--- src/rtl/ctr_pkg.sv ---
// Package: shared types for the cascadable counter.
// Assumes: nothing; holds only the operating-mode encoding.
package ctr_pkg;

    // Operating mode of one stage for the coming rising edge, in priority order.
    typedef enum logic [1:0] {
        MODE_CLEAR = 2'd0,
        MODE_LOAD  = 2'd1,
        MODE_COUNT = 2'd2,
        MODE_HOLD  = 2'd3
    } ctr_mode_e;

endpackage

--- src/rtl/ctr_mode_decode.sv ---
// Module: ctr_mode_decode
// Turns the four control inputs of one stage into a single mode value,
// applying the fixed priority clear > load > count > hold.
// Assumes: the inputs are synchronous to the stage clock; purely combinational.
module ctr_mode_decode
    import ctr_pkg::*;
(
    input  logic      mr_n,
    input  logic      pe_n,
    input  logic      cep,
    input  logic      cet,
    output ctr_mode_e mode
);

    // Priority selection of the edge action.
    always_comb begin
        if (!mr_n) begin
            mode = MODE_CLEAR;
        end else if (!pe_n) begin
            mode = MODE_LOAD;
        end else if (cep && cet) begin
            mode = MODE_COUNT;
        end else begin
            mode = MODE_HOLD;
        end
    end

endmodule

--- src/rtl/ctr_stage.sv ---
// Module: ctr_stage
// One WIDTH-bit binary up-counter with synchronous active-low clear,
// synchronous active-low load, two count enables and a terminal-count
// output qualified by the trickle enable only.
// Assumes: WIDTH >= 1; the register starts at zero at the beginning of operation.
module ctr_stage
    import ctr_pkg::*;
#(
    parameter int WIDTH = 4
) (
    input  logic             clk,
    input  logic             mr_n,
    input  logic             pe_n,
    input  logic             cep,
    input  logic             cet,
    input  logic [WIDTH-1:0] p,
    output logic [WIDTH-1:0] q,
    output logic             tc
);

    localparam logic [WIDTH-1:0] MAX_VAL = {WIDTH{1'b1}};

    ctr_mode_e        mode;
    logic [WIDTH-1:0] q_r       = '0;
    logic [WIDTH-1:0] q_nxt;
    logic             started_r = 1'b0;

    ctr_mode_decode u_decode (
        .mr_n (mr_n),
        .pe_n (pe_n),
        .cep  (cep),
        .cet  (cet),
        .mode (mode)
    );

    // Next-state selection for the chosen mode.
    always_comb begin
        unique case (mode)
            MODE_CLEAR: q_nxt = '0;
            MODE_LOAD:  q_nxt = p;
            MODE_COUNT: q_nxt = q_r + 1'b1;
            default:    q_nxt = q_r;
        endcase
    end

    // Counter register, updated only on the rising edge.
    always_ff @(posedge clk) begin
        q_r <= q_nxt;
    end

    // Marks that at least one edge has passed, so the checks below can look back.
    always_ff @(posedge clk) begin
        started_r <= 1'b1;
    end

    // Outputs: state and trickle-qualified terminal count.
    always_comb begin
        q  = q_r;
        tc = cet && (q_r == MAX_VAL);
    end

    assert_clear_R2: assert property (@(posedge clk) disable iff (!started_r)
        !mr_n |=> (q == '0));

    assert_load_R3: assert property (@(posedge clk) disable iff (!started_r)
        (mr_n && !pe_n) |=> (q == $past(p)));

    assert_count_R4: assert property (@(posedge clk) disable iff (!started_r)
        (mr_n && pe_n && cep && cet) |=> (q == $past(q) + 1'b1));

    assert_hold_R4: assert property (@(posedge clk) disable iff (!started_r)
        (mr_n && pe_n && !(cep && cet)) |=> $stable(q));

    assert_wrap_R1: assert property (@(posedge clk) disable iff (!started_r)
        (mr_n && pe_n && cep && cet && (q == MAX_VAL)) |=> (q == '0));

endmodule

--- src/rtl/ctr_lookahead.sv ---
// Module: ctr_lookahead
// Enable network for a chain of counter stages. Stage 0 takes the external
// enables. Every upper stage's parallel enable is the external cep ANDed with
// stage 0's terminal condition. Its trickle enable is the terminal condition of
// the stage just below it, built as a lookahead AND from the stage
// "all ones" flags rather than by threading outputs back through the stages.
// Assumes: STAGES >= 1; at_max[i] is high when stage i holds all ones.
module ctr_lookahead #(
    parameter int STAGES = 3
) (
    input  logic              cep,
    input  logic              cet,
    input  logic [STAGES-1:0] at_max,
    output logic [STAGES-1:0] cep_v,
    output logic [STAGES-1:0] cet_v
);

    // Lowest stage sees the external enables unchanged.
    always_comb begin
        cep_v[0] = cep;
        cet_v[0] = cet;
    end

    for (genvar i = 1; i < STAGES; i++) begin : g_upper
        // Trickle enable of stage i: external cet and all lower stages at maximum.
        always_comb begin
            cet_v[i] = cet && (&at_max[i-1:0]);
        end
        // Parallel enable of stage i: external cep and stage 0's terminal count.
        always_comb begin
            cep_v[i] = cep && cet && at_max[0];
        end
    end

endmodule

--- src/rtl/casc_counter.sv ---
// Module: casc_counter
// STAGES counter stages of WIDTH bits chained by a carry-lookahead enable
// network into one wide synchronous binary counter. Clear and load are shared
// by all stages; tc is the terminal count of the highest stage.
// Assumes: STAGES >= 1, WIDTH >= 1; stage 0 occupies the low bits of p and q.
module casc_counter #(
    parameter int STAGES = 3,
    parameter int WIDTH  = 4
) (
    input  logic                    clk,
    input  logic                    mr_n,
    input  logic                    pe_n,
    input  logic                    cep,
    input  logic                    cet,
    input  logic [STAGES*WIDTH-1:0] p,
    output logic [STAGES*WIDTH-1:0] q,
    output logic                    tc
);

    localparam int TOTAL_W = STAGES * WIDTH;
    localparam logic [TOTAL_W-1:0] TOTAL_MAX = {TOTAL_W{1'b1}};
    localparam logic [WIDTH-1:0]   STAGE_MAX = {WIDTH{1'b1}};

    logic [STAGES-1:0]  at_max;
    logic [STAGES-1:0]  cep_v;
    logic [STAGES-1:0]  cet_v;
    logic [STAGES-1:0]  stage_tc;
    logic [TOTAL_W-1:0] q_w;
    logic               started_r = 1'b0;

    ctr_lookahead #(.STAGES(STAGES)) u_lookahead (
        .cep    (cep),
        .cet    (cet),
        .at_max (at_max),
        .cep_v  (cep_v),
        .cet_v  (cet_v)
    );

    for (genvar i = 0; i < STAGES; i++) begin : g_stage
        ctr_stage #(.WIDTH(WIDTH)) u_stage (
            .clk  (clk),
            .mr_n (mr_n),
            .pe_n (pe_n),
            .cep  (cep_v[i]),
            .cet  (cet_v[i]),
            .p    (p[i*WIDTH +: WIDTH]),
            .q    (q_w[i*WIDTH +: WIDTH]),
            .tc   (stage_tc[i])
        );
        // Per-stage maximum flag feeding the lookahead network.
        always_comb begin
            at_max[i] = (q_w[i*WIDTH +: WIDTH] == STAGE_MAX);
        end
    end

    // Chain outputs: full word and the top stage's terminal count.
    always_comb begin
        q  = q_w;
        tc = stage_tc[STAGES-1];
    end

    // Marks that at least one edge has passed, for the checks below.
    always_ff @(posedge clk) begin
        started_r <= 1'b1;
    end

    for (genvar i = 0; i + 1 < STAGES; i++) begin : g_chk
        assert_lookahead_R7: assert property (@(posedge clk) disable iff (!started_r)
            stage_tc[i] == cet_v[i+1]);
    end

    assert_chain_step_R7: assert property (@(posedge clk) disable iff (!started_r)
        (mr_n && pe_n && cep && cet) |=> (q == $past(q) + 1'b1));

    assert_chain_hold_R7: assert property (@(posedge clk) disable iff (!started_r)
        (mr_n && pe_n && !(cep && cet)) |=> $stable(q));

    assert_chain_load_R8: assert property (@(posedge clk) disable iff (!started_r)
        (mr_n && !pe_n) |=> (q == $past(p)));

    assert_chain_tc_R9: assert property (@(posedge clk) disable iff (!started_r)
        tc |-> (cet && (q == TOTAL_MAX)));

endmodule

--- config.mk ---
export PLATFORM = sky130hd
export DESIGN_NAME = casc_counter
export DESIGN_NICKNAME = d
export VERILOG_FILES = /design/src/rtl/ctr_pkg.sv /design/src/rtl/ctr_mode_decode.sv /design/src/rtl/ctr_stage.sv /design/src/rtl/ctr_lookahead.sv /design/src/rtl/casc_counter.sv
export SDC_FILE = /design/constraint.sdc
export NUM_CORES = 1
export LEC_CHECK = 0
export BUFFER_PORTS_ARGS = -buffer_cell sky130_fd_sc_hd__buf_2
export CORE_MARGIN = 3
export CORE_UTILIZATION = 47
export CTS_CLUSTER_DIAMETER = 60
export CTS_CLUSTER_SIZE = 40
export DETAILED_ROUTE_END_ITERATION = 7
export PLACE_DENSITY = 0.73
export SLEW_MARGIN = 10
export SYNTH_ARGS = -nofsm -noshare
export SYNTH_HDL_FRONTEND = slang
export SYNTH_SLANG_ARGS = --single-unit
--- constraint.sdc ---
create_clock -name clk -period 2 [get_ports clk]
set_input_delay 0.4 -clock clk [delete_from_list [all_inputs] [get_ports clk]]
set_output_delay 0.4 -clock clk [all_outputs]
set_load 0.02 [all_outputs]
==> results.md, run 1 <==
- Outcome: finished, final reports clean
- FILL cells: 129
- Chip height: 47.7 um
- Min Clock Period, post-route: 1930 ps
- Vias in the first global route: 660
- Min-delay src: p[9]
- Worst-Margin Slew: 310 ps
- Total negative slack: 0 ps
- Slowest cell delay on critical path: 390 ps
- Cell count after synthesis: 77
- Die area: 2270 sq um
- Initial antenna violation count: 0
- DRC Markers: 0
- CP Cell Sequence: ha_2 -> nand3_2 -> o31ai_2 -> ha_1 -> or3b_1 -> o211ai_1
- Port Buf Inserts: 29
- Total gr overflow: 0
- Pwr Density: 599 nW/um^2
- Die X: 47.7 um
- Crit path DAT: 2050 ps
- Final setup violation count: 0
- CP startpoint kind: flip-flop
- Unrepaired setup endpoints after global routing: false
- Final nets: 140
- Drt total wl: 1800 um
- FF-to-FF path depth: 6
- Max-Cap Viols: 0
- Syn avg cell area: 10.6 sq um
- Data required time at the worst endpoint: 2120 ps
- Layout cells sized above 1: 34.8%
- Initial DRC Count: 15
- DP Area: 1000 sq um
- R2R Path End: g_stage[2].u_stage.q[3]$_DFFE_PP_
- R2R Setup Slk: 70 ps
- Hold buffer count at CTS: 0
- DRT Pass-1 Iters: 4
- Post-synth cell types: 26
- Max reg flops: 12
- Slew Limit Fails: 0
- Clock sink total: 12
- Diodes inserted: 0
- Via/cell ratio: 5.60
- Routability Congestion: 0.780
- Seq cells post-synth: 12
- Placed Cells: 124
- Syn nets: 103
- First-pass GRT wire length: 2730 um
- Area grow syn2layout: 27.0%
- Wire per inst: 14.1 um
- Final instance area: 1040 sq um
- CTS tree: done
- Max Root-Sink Buffers: 2
- Hold Path Sink: g_stage[2].u_stage.q[1]$_DFFE_PP_
- Vias post-DR: 717
- Post-DRT Antenna Nets: 0
- Clock-pin slew on the worst setup and hold paths: 70 ps
- Initial Util: 51.7%
- Crit end category: flip-flop
- I/O pins: 30
- Max Clock Freq: 519 MHz
- Hold Path Stages: 3
- Root Buffer: clkbuf_4
- Final Hold Viols: 0
- Post-Syn Area: 816 sq um
- Lkg Pwr: 0.000489 uW
- Num CTS Buffers: 3
- H-tree depth: 1
- GRT Total Usage: 17.2%
- Crit-path slowest cell: edfxtp_1
- Hpwl dp: 1390 um
- Crit-path max FO: 4
- Core Area: 1580 sq um
- Critical path type: flip-flop to flip-flop
- Final Non-Filler Cells: 128
- Clock skew: 3.38 ps
- Yosys warns: 0
- Part of the Yosys area used for sequential elements: 44.2%
- Skew-Pair Late Insertion Delay: 280 ps
- Final worst-path cycle share: 96.3%
- Worst r2r src: g_stage[0].u_stage.q[0]$_DFFE_PP_
- Worst VDD drop: 499 uV
- Hold Crit Class: input pin to flip-flop
- Slew margin rel.: 79.1%
- Row cnt: 14
- Largest net degree at the start of global routing: 8
-- timing repair --
action                     CTS  global route
setup endpoints to repair    0             5
gates resized for setup      0             2
setup buffers                0             1
-- synth_stat cells --
| cell | number | area share, % |
|---|---|---|
| o31ai_2 | 1 | 1.5 |
| a22oi_1 | 5 | 4.6 |
| nand3b_1 | 2 | 1.8 |
| a21oi_1 | 3 | 1.8 |
| o21ai_0 | 2 | 1.2 |
| nand2_1 | 5 | 2.3 |
| nand2b_1 | 2 | 1.5 |
| nor2b_1 | 2 | 1.5 |
| edfxtp_1 | 12 | 44 |
| nand3_1 | 5 | 3.1 |
| o2bb2ai_1 | 1 | 1.1 |
| and2_1 | 3 | 2.3 |
| nand4b_1 | 2 | 2.1 |
| nand4_1 | 1 | 0.77 |
| nor2_1 | 5 | 2.3 |
| xor2_1 | 3 | 3.2 |
| inv_1 | 6 | 2.8 |
| o311ai_0 | 1 | 1.1 |
| a22o_1 | 1 | 1.1 |
| o211ai_1 | 1 | 0.92 |
| and3_1 | 1 | 0.77 |
| ha_1 | 9 | 14 |
| and4_1 | 1 | 1.1 |
| a2bb2oi_1 | 1 | 1.1 |
| or2b_1 | 1 | 0.92 |
| or3b_1 | 1 | 1.1 |
-- per-stage QoR --
stage / total power [uW] / utilization, % / hold WS [ps] / setup slack [ps]
finish: 620 / 65.7 / 439 / 74.1
global route: 649 / 65.7 / 460 / 0.0162
CTS: 620 / 64.9 / 436 / 35.0
detailed placement: 468 / 63.5 / 664 / 61.6
global placement: 465 / 63.5 / 661 / 130
floorplan: 409 / - / 598 / -21.5
-- placed cells by master, fill, tap and decap left out, drive strengths merged, types with 3 or more instances in the layout --
cell	n
inv	6
buf	32
a22oi	5
nand2	5
edfxtp	12
xor2	3
clkbuf	3
nand3	5
nor2	5
and2	3
ha	9
a21oi	3
-- kinds of logic (layout without fill, tap and decap cells) --
logic type	after synthesis	after routing	synth area share, %
AND/OR/NAND/NOR	31	31	21.6
AO/OA/AOI/OAI	16	16	14.4
flip-flops	12	12	44.2
adder cells (fa/ha/maj)	9	9	13.8
buffers and inverters	6	41	2.76
XOR/XNOR	3	3	3.22
-- how the worst max path moves through the flow --
| stage | end | cells after the start | from |
|---|---|---|---|
| after floorplan | g_stage[2].u_stage.q[3]$_DFFE_PP_ | 6 | g_stage[1].u_stage.q[0]$_DFFE_PP_ |
| after global routing | g_stage[2].u_stage.q[3]$_DFFE_PP_ | 6 | g_stage[0].u_stage.q[0]$_DFFE_PP_ |
| after detailed placement | g_stage[2].u_stage.q[3]$_DFFE_PP_ | 6 | g_stage[1].u_stage.q[1]$_DFFE_PP_ |
| final | g_stage[2].u_stage.q[3]$_DFFE_PP_ | 6 | g_stage[0].u_stage.q[0]$_DFFE_PP_ |
| after CTS | g_stage[2].u_stage.q[3]$_DFFE_PP_ | 6 | g_stage[1].u_stage.q[0]$_DFFE_PP_ |
| after global placement | g_stage[2].u_stage.q[3]$_DFFE_PP_ | 6 | pe_n |
-- worst max-delay path, delay by kind of cell, from the launching register on --
family | cells | cell delay, ps
and+or+nand+nor | 2 | 460
DFF | 1 | 390
adders and majority gates | 2 | 490
AOI/OAI and AO/OA | 2 | 430
-- power breakdown --
part	internal, uW	total, uW	switching [uW]
combinational	62.8	143	80.5
clock	69.9	155	85.2
sequential	301	322	20.9
total	434	620	187
-- cell type report --
class / instances / area, sq um / area share [%]
tap: 16 / 20.0 / 1.93
timing repair buffer: 32 / 168 / 16.2
multi-input combinational: 59 / 443 / 42.8
clock buffer: 3 / 22.5 / 2.17
inverter: 6 / 22.5 / 2.17
sequential: 12 / 360 / 34.8
-- routing by layer --
metal  wire (um)  share of wire, %  global-route usage [%]
met5           0                 0                       0
met4          29               1.6                    6.45
met3         100               5.5                    3.76
met2         842                47                    27.8
met1         832                46                    22.4
(Power assumes the default switching activity.)
==> run 2, diff against run 1 <==
==> constraint.sdc (replaced) <==
create_clock -name clk -period 2 [get_ports clk]
set_input_delay 0.3 -clock clk [delete_from_list [all_inputs] [get_ports clk]]
set_output_delay 0.3 -clock clk [all_outputs]
set_load 0.02 [all_outputs]
==> run 2 against run 1 <==
  * Sequential share of layout area grew 0.13 points
  * Non-clock buffer count is 1 lower
  * Clock power is essentially flat
  * Sequential cell count unchanged
  * Clock skew up 5.8 ps
  * Cell area shrank 0.36%
  * Register-to-register slack is essentially flat
  * Largest power group unchanged
  * Highest routed layer is now met3
==> results.md, run 2 (synthesized netlist as in run 1, its figures left out) <==
- Largest net degree at the start of global routing: 8
- Final instance area: 1030 sq um
- Vias post-DR: 720
- Clock share of power: 25.1%
- H-tree depth: 1
- Final setup violation count: 0
- Lkg Pwr: 0.000486 uW
- Die X: 47.7 um
- GRT Total Usage: 16.6%
- Hold Crit Class: input pin to flip-flop
- Num CTS Buffers: 3
- Initial antenna violation count: 0
- Max reg flops: 12
- Commonest non-fill, non-tap cell in the layout: buf_2
- Clock sink total: 12
- Power Internal: 434 uW
- Vias in the first global route: 601
- Slew Limit Fails: 0
- Row cnt: 14
- Area grow syn2layout: 26.5%
- DRT Pass-1 Iters: 4
- Slew margin rel.: 81.0%
- First-pass GRT wire length: 2660 um
- Drt total wl: 1750 um
- Final Non-Filler Cells: 128
- Final worst-path cycle share: 96.6%
- Clock-pin slew on the worst setup and hold paths: 80 ps
- Crit end category: flip-flop
- CP startpoint kind: flip-flop
- Worst-Margin Slew: 281 ps
- Outcome: finished, final reports clean
- Slowest cell delay on critical path: 400 ps
- Total negative slack: 0 ps
- Most frequent cells in the layout: 29 x buf_2, 12 x edfxtp_1, 7 x ha_1, 6 x inv_1
- Placed Cells: 124
- Final Hold Viols: 0
- Layout cells sized above 1: 33.9%
- Data required time at the worst endpoint: 2120 ps
- CTS tree: done
- Buffer count from post-CTS setup fixing: 0
- Total gr overflow: 0
- Port Buf Inserts: 29
- Die area: 2270 sq um
- Final nets: 139
- Max Clock Freq: 518 MHz
- Unrepaired setup endpoints after global routing: true
- DRC Markers: 0
- Logic pwr share: 22.9%
- Diodes inserted: 0
- DP Area: 1000 sq um
- Core Area: 1580 sq um
- Initial DRC Count: 22
- Clock skew: 9.16 ps
- Seq pwr share: 52.1%
- Worst VDD drop: 521 uV
- Root Buffer: clkbuf_4
- Wire per inst: 13.7 um
- Pwr Density: 599 nW/um^2
- CP top delay family: adder cells
- Post-DRT Antenna Nets: 0
- Max-Cap Viols: 0
- Switch Pwr: 184 uW
- Routability Congestion: 0.783
- I/O pins: 30
- Max Root-Sink Buffers: 2
- Hpwl dp: 1360 um
- Net Sw Frac: 29.7%
- Crit-path slowest cell: edfxtp_1
- CP Cell Sequence: ha_2 -> nand3_2 -> o31ai_2 -> ha_1 -> or3b_1 -> o211ai_1
- Via/cell ratio: 5.63
- R2R Setup Slk: 70 ps
- Bufs and invs on worst path: 0
- Chip height: 47.7 um
- Min Clock Period, post-route: 1930 ps
- Crit path DAT: 2050 ps
- Crit-path max FO: 4
- Critical path type: flip-flop to flip-flop
- Skew-Pair Late Insertion Delay: 270 ps
- Initial Util: 51.7%
[run 2: changes by cell type in the layout (fill, tap and decap cells not counted)]
cell      change
buf_4         -1
clkinv_1      +1
o21ai_0       +1
o21ai_1       -1
[run 2: metrics by stage]
step	power (uW)	hold slack (ps)	util, %	setup WS (ps)
after global placement	465	611	63.5	138
after detailed placement	467	623	63.5	70.7
final	618	346	65.5	67.8
after global routing	654	363	65.5	-2.85
after floorplan	409	498	-	-21.5
after CTS	623	341	65.2	51.3
[run 2: worst paths after layout]
check	start	end	depth (start not counted)
max reg2reg	g_stage[0].u_stage.q[0]$_DFFE_PP_	g_stage[2].u_stage.q[3]$_DFFE_PP_	6
min	p[9]	g_stage[2].u_stage.q[1]$_DFFE_PP_	3
max	g_stage[0].u_stage.q[0]$_DFFE_PP_	g_stage[2].u_stage.q[3]$_DFFE_PP_	6
min reg2reg	g_stage[1].u_stage.q[3]$_DFFE_PP_	g_stage[1].u_stage.q[3]$_DFFE_PP_	2
[run 2: power by group through the flow]
| stage | Combinational [uW] | Clock, uW | Sequential [uW] |
|---|---|---|---|
| after detailed placement | 141 | 0 | 327 |
| after global routing | 157 | 171 | 325 |
| final | 141 | 155 | 322 |
| after CTS | 141 | 160 | 321 |
| after global placement | 139 | 0 | 326 |
| after floorplan | 59.5 | 0 | 350 |
[run 2: cell type report]
type | instances | area, sq um
clock buffers | 3 | 22.5
clock inverters | 1 | 3.75
well taps | 16 | 20.0
inverters | 6 | 22.5
repair buffers | 31 | 160
fillers | 126 | 544
flip-flops and latches | 12 | 360
multi-input cells | 59 | 443
[run 2: routing by layer]
metal / routed length (um) / up-vias / global-route usage, % / share of wire (%)
met4: 0 / 0 / 1.61 / 0
li1: - / 357 / - / -
met1: 827 / 337 / 21.7 / 47
met2: 825 / 26 / 26.7 / 47
met3: 99 / 0 / 6.77 / 5.7
met5: 0 / - / 0 / 0
[run 2: worst reg2reg max path, delay by kind of cell, from the launching register on]
kind,cells,cell delay [ps]
flops,1,400
fa+ha+maj,2,510
simple gates,2,440
compound gates,2,430
[run 2: repair_timing]
item / 4_1_cts / 5_1_grt
hold buffers: 0 / 0
endpoints found under the setup margin: 0 / 4
resized for setup: 0 / 1
==> run 3, diff against run 2 <==
--- a/config.mk
+++ b/config.mk
@@ -5,13 +5,18 @@
 export SDC_FILE = /design/constraint.sdc
 export NUM_CORES = 1
 export LEC_CHECK = 0
+export ABC_AREA = 0
 export BUFFER_PORTS_ARGS = -buffer_cell sky130_fd_sc_hd__buf_2
+export CELL_PAD_IN_SITES_DETAIL_PLACEMENT = 2
+export CELL_PAD_IN_SITES_GLOBAL_PLACEMENT = 2
+export CORE_ASPECT_RATIO = 0.7
 export CORE_MARGIN = 3
-export CORE_UTILIZATION = 47
+export CORE_UTILIZATION = 28
 export CTS_CLUSTER_DIAMETER = 60
 export CTS_CLUSTER_SIZE = 40
 export DETAILED_ROUTE_END_ITERATION = 7
-export PLACE_DENSITY = 0.73
+export PLACE_DENSITY = 0.72
+export SKIP_CTS_REPAIR_TIMING = 1
 export SLEW_MARGIN = 10
 export SYNTH_ARGS = -nofsm -noshare
 export SYNTH_HDL_FRONTEND = slang
==> run 3 against run 2 <==
  * The run now ends with negative setup slack left
  * Die area rose by 59%
  * Sequential power rose by 1%
  * Via count rose by 11%
  * Critical path type unchanged
  * Largest cell class unchanged
==> results.md, run 3 (synthesized netlist as in run 1, its figures left out) <==
- Failing checks: negative setup slack
- Final worst-path cycle share: 101%
- I/O pins: 30
- Total gr overflow: 0
- Initial DRC Count: 33
- R2R Path End: g_stage[2].u_stage.q[3]$_DFFE_PP_
- First-pass GRT wire length: 4150 um
- Initial antenna violation count: 0
- Chip height: 51.2 um
- Worst Setup SP: g_stage[1].u_stage.q[0]$_DFFE_PP_
- CTS tree: done
- Vias in the first global route: 814
- GRT Total Usage: 15.3%
- Wire per inst: 18.4 um
- Placed Cells: 144
- H-tree depth: 1
- Worst setup path end: g_stage[2].u_stage.q[3]$_DFFE_PP_
- Post-DRT Antenna Nets: 0
- Worst r2r src: g_stage[1].u_stage.q[0]$_DFFE_PP_
- Slowest cell delay on critical path: 420 ps
- Core Area: 2610 sq um
- Hold_ws: 396 ps
- Unrepaired setup endpoints after global routing: true
- Clock skew: 0.996 ps
- CP startpoint kind: flip-flop
- Max Clock Freq: 495 MHz
- Slew Limit Fails: 0
- Max-Cap Viols: 0
- Core Util, Final: 44.7%
- R2R Setup Slk: -20 ps
- Met1 Usage GRT: 17.9%
- Crit-path slowest cell: edfxtp_1
- Final WS setup: -21.2 ps
- Final nets: 148
- Crit end category: flip-flop
- Max reg flops: 12
- Data required time at the worst endpoint: 2070 ps
- Worst VDD drop: 330 uV
- Area grow syn2layout: 42.9%
- Die area: 3610 sq um
- Routability Congestion: 0.728
- Area of the multi-input gates: 472 sq um
- Slew margin rel.: 80.5%
- CP Cell Sequence: ha_4 -> nand4_1 -> o31ai_4 -> ha_1 -> or3b_1 -> o211ai_1
- FF-to-FF path depth: 6
- Initial Util: 31.3%
- Lkg Pwr: 0.000538 uW
- Largest net degree at the start of global routing: 8
- Diodes inserted: 0
- Vias post-DR: 798
- Drt total wl: 2840 um
- Outcome: complete, but fails checks
- Crit path DAT: 2090 ps
- Clock sink total: 12
- Root Buffer: clkbuf_8
- Row cnt: 15
- Final Hold Viols: 0
- Pwr Density: 619 nW/um^2
- Critical path type: flip-flop to flip-flop
- GRT met2 Usage: 27.3%
- Worst-Margin Slew: 289 ps
- FILL cells: 299
- Hpwl dp: 2200 um
- DRC Markers: 0
- DRT Pass-1 Iters: 4
- Port Buf Inserts: 29
- Total negative slack: -21.2 ps
- Most frequent cells in the layout: 29 x buf_2, 12 x edfxtp_1, 11 x buf_4, 6 x inv_1, 6 x ha_1
- Num CTS Buffers: 3
- Most Used Layer, Global Route: met2
- Skew-Pair Late Insertion Delay: 240 ps
- Final setup violation count: 1
- Design Power: 722 uW
- Clock-pin slew on the worst setup and hold paths: 50 ps
- GRT met3 Usage: 5.50%
- Commonest non-fill, non-tap cell in the layout: buf_2
- Crit-path max FO: 3
- Reg area: 360 sq um
- Max Root-Sink Buffers: 2
- Final Non-Filler Cells: 154
- Min Clock Period, post-route: 2020 ps
- Layout cells sized above 1: 40.0%
- Via/cell ratio: 5.18
- Hold Crit Class: input pin to flip-flop
- Die X: 70.5 um
## run 3: layer usage
metal	wire length [um]	vias to the layer above
met1	1230	400
met4	54	0
li1	-	374
met5	0	-
met3	136	6
met2	1420	18
## run 3: worst min path at each step
stage,slack [ps],to,cells past startpoint,start
after floorplan,500,g_stage[0].u_stage.q[0]$_DFFE_PP_,1,mr_n
after global placement,620,g_stage[2].u_stage.q[1]$_DFFE_PP_,3,p[9]
after detailed placement,640,g_stage[2].u_stage.q[1]$_DFFE_PP_,3,p[9]
after CTS,390,g_stage[2].u_stage.q[1]$_DFFE_PP_,3,p[9]
after global routing,420,g_stage[1].u_stage.q[2]$_DFFE_PP_,3,p[6]
final,400,g_stage[2].u_stage.q[2]$_DFFE_PP_,3,p[10]
## run 3: area by class of cell
class                           instances  share of cell area [%]
Sequential cell                        12                    30.9
Inverter                                6                    1.93
Tap cell                               34                    3.65
Clock buffer                            3                    3.54
Multi-Input combinational cell         59                    40.5
Timing Repair Buffer                   40                    19.5
## run 3: critical path: cells and delay by family, from the launching register on
family,cells,cell delay [ps]
AO/OA/AOI/OAI,2,470
adder cells (fa/ha/maj),2,440
flip-flops,1,420
AND/OR/NAND/NOR,2,530
## run 3: report_power, final
group	switching, uW	leakage [uW]	internal, uW
registers	24.0	0.000137	302
clock network	88.5	0.0000216	133
logic	97.0	0.000380	78.1
## run 3: stage by stage
stage / setup WS [ps] / instance area (sq um)
floorplan: -21.5 / 821
global placement: 107 / 1040
detailed placement: -74.1 / 1040
CTS: -128 / 1080
global route: -123 / 1170
finish: -21.2 / 1170
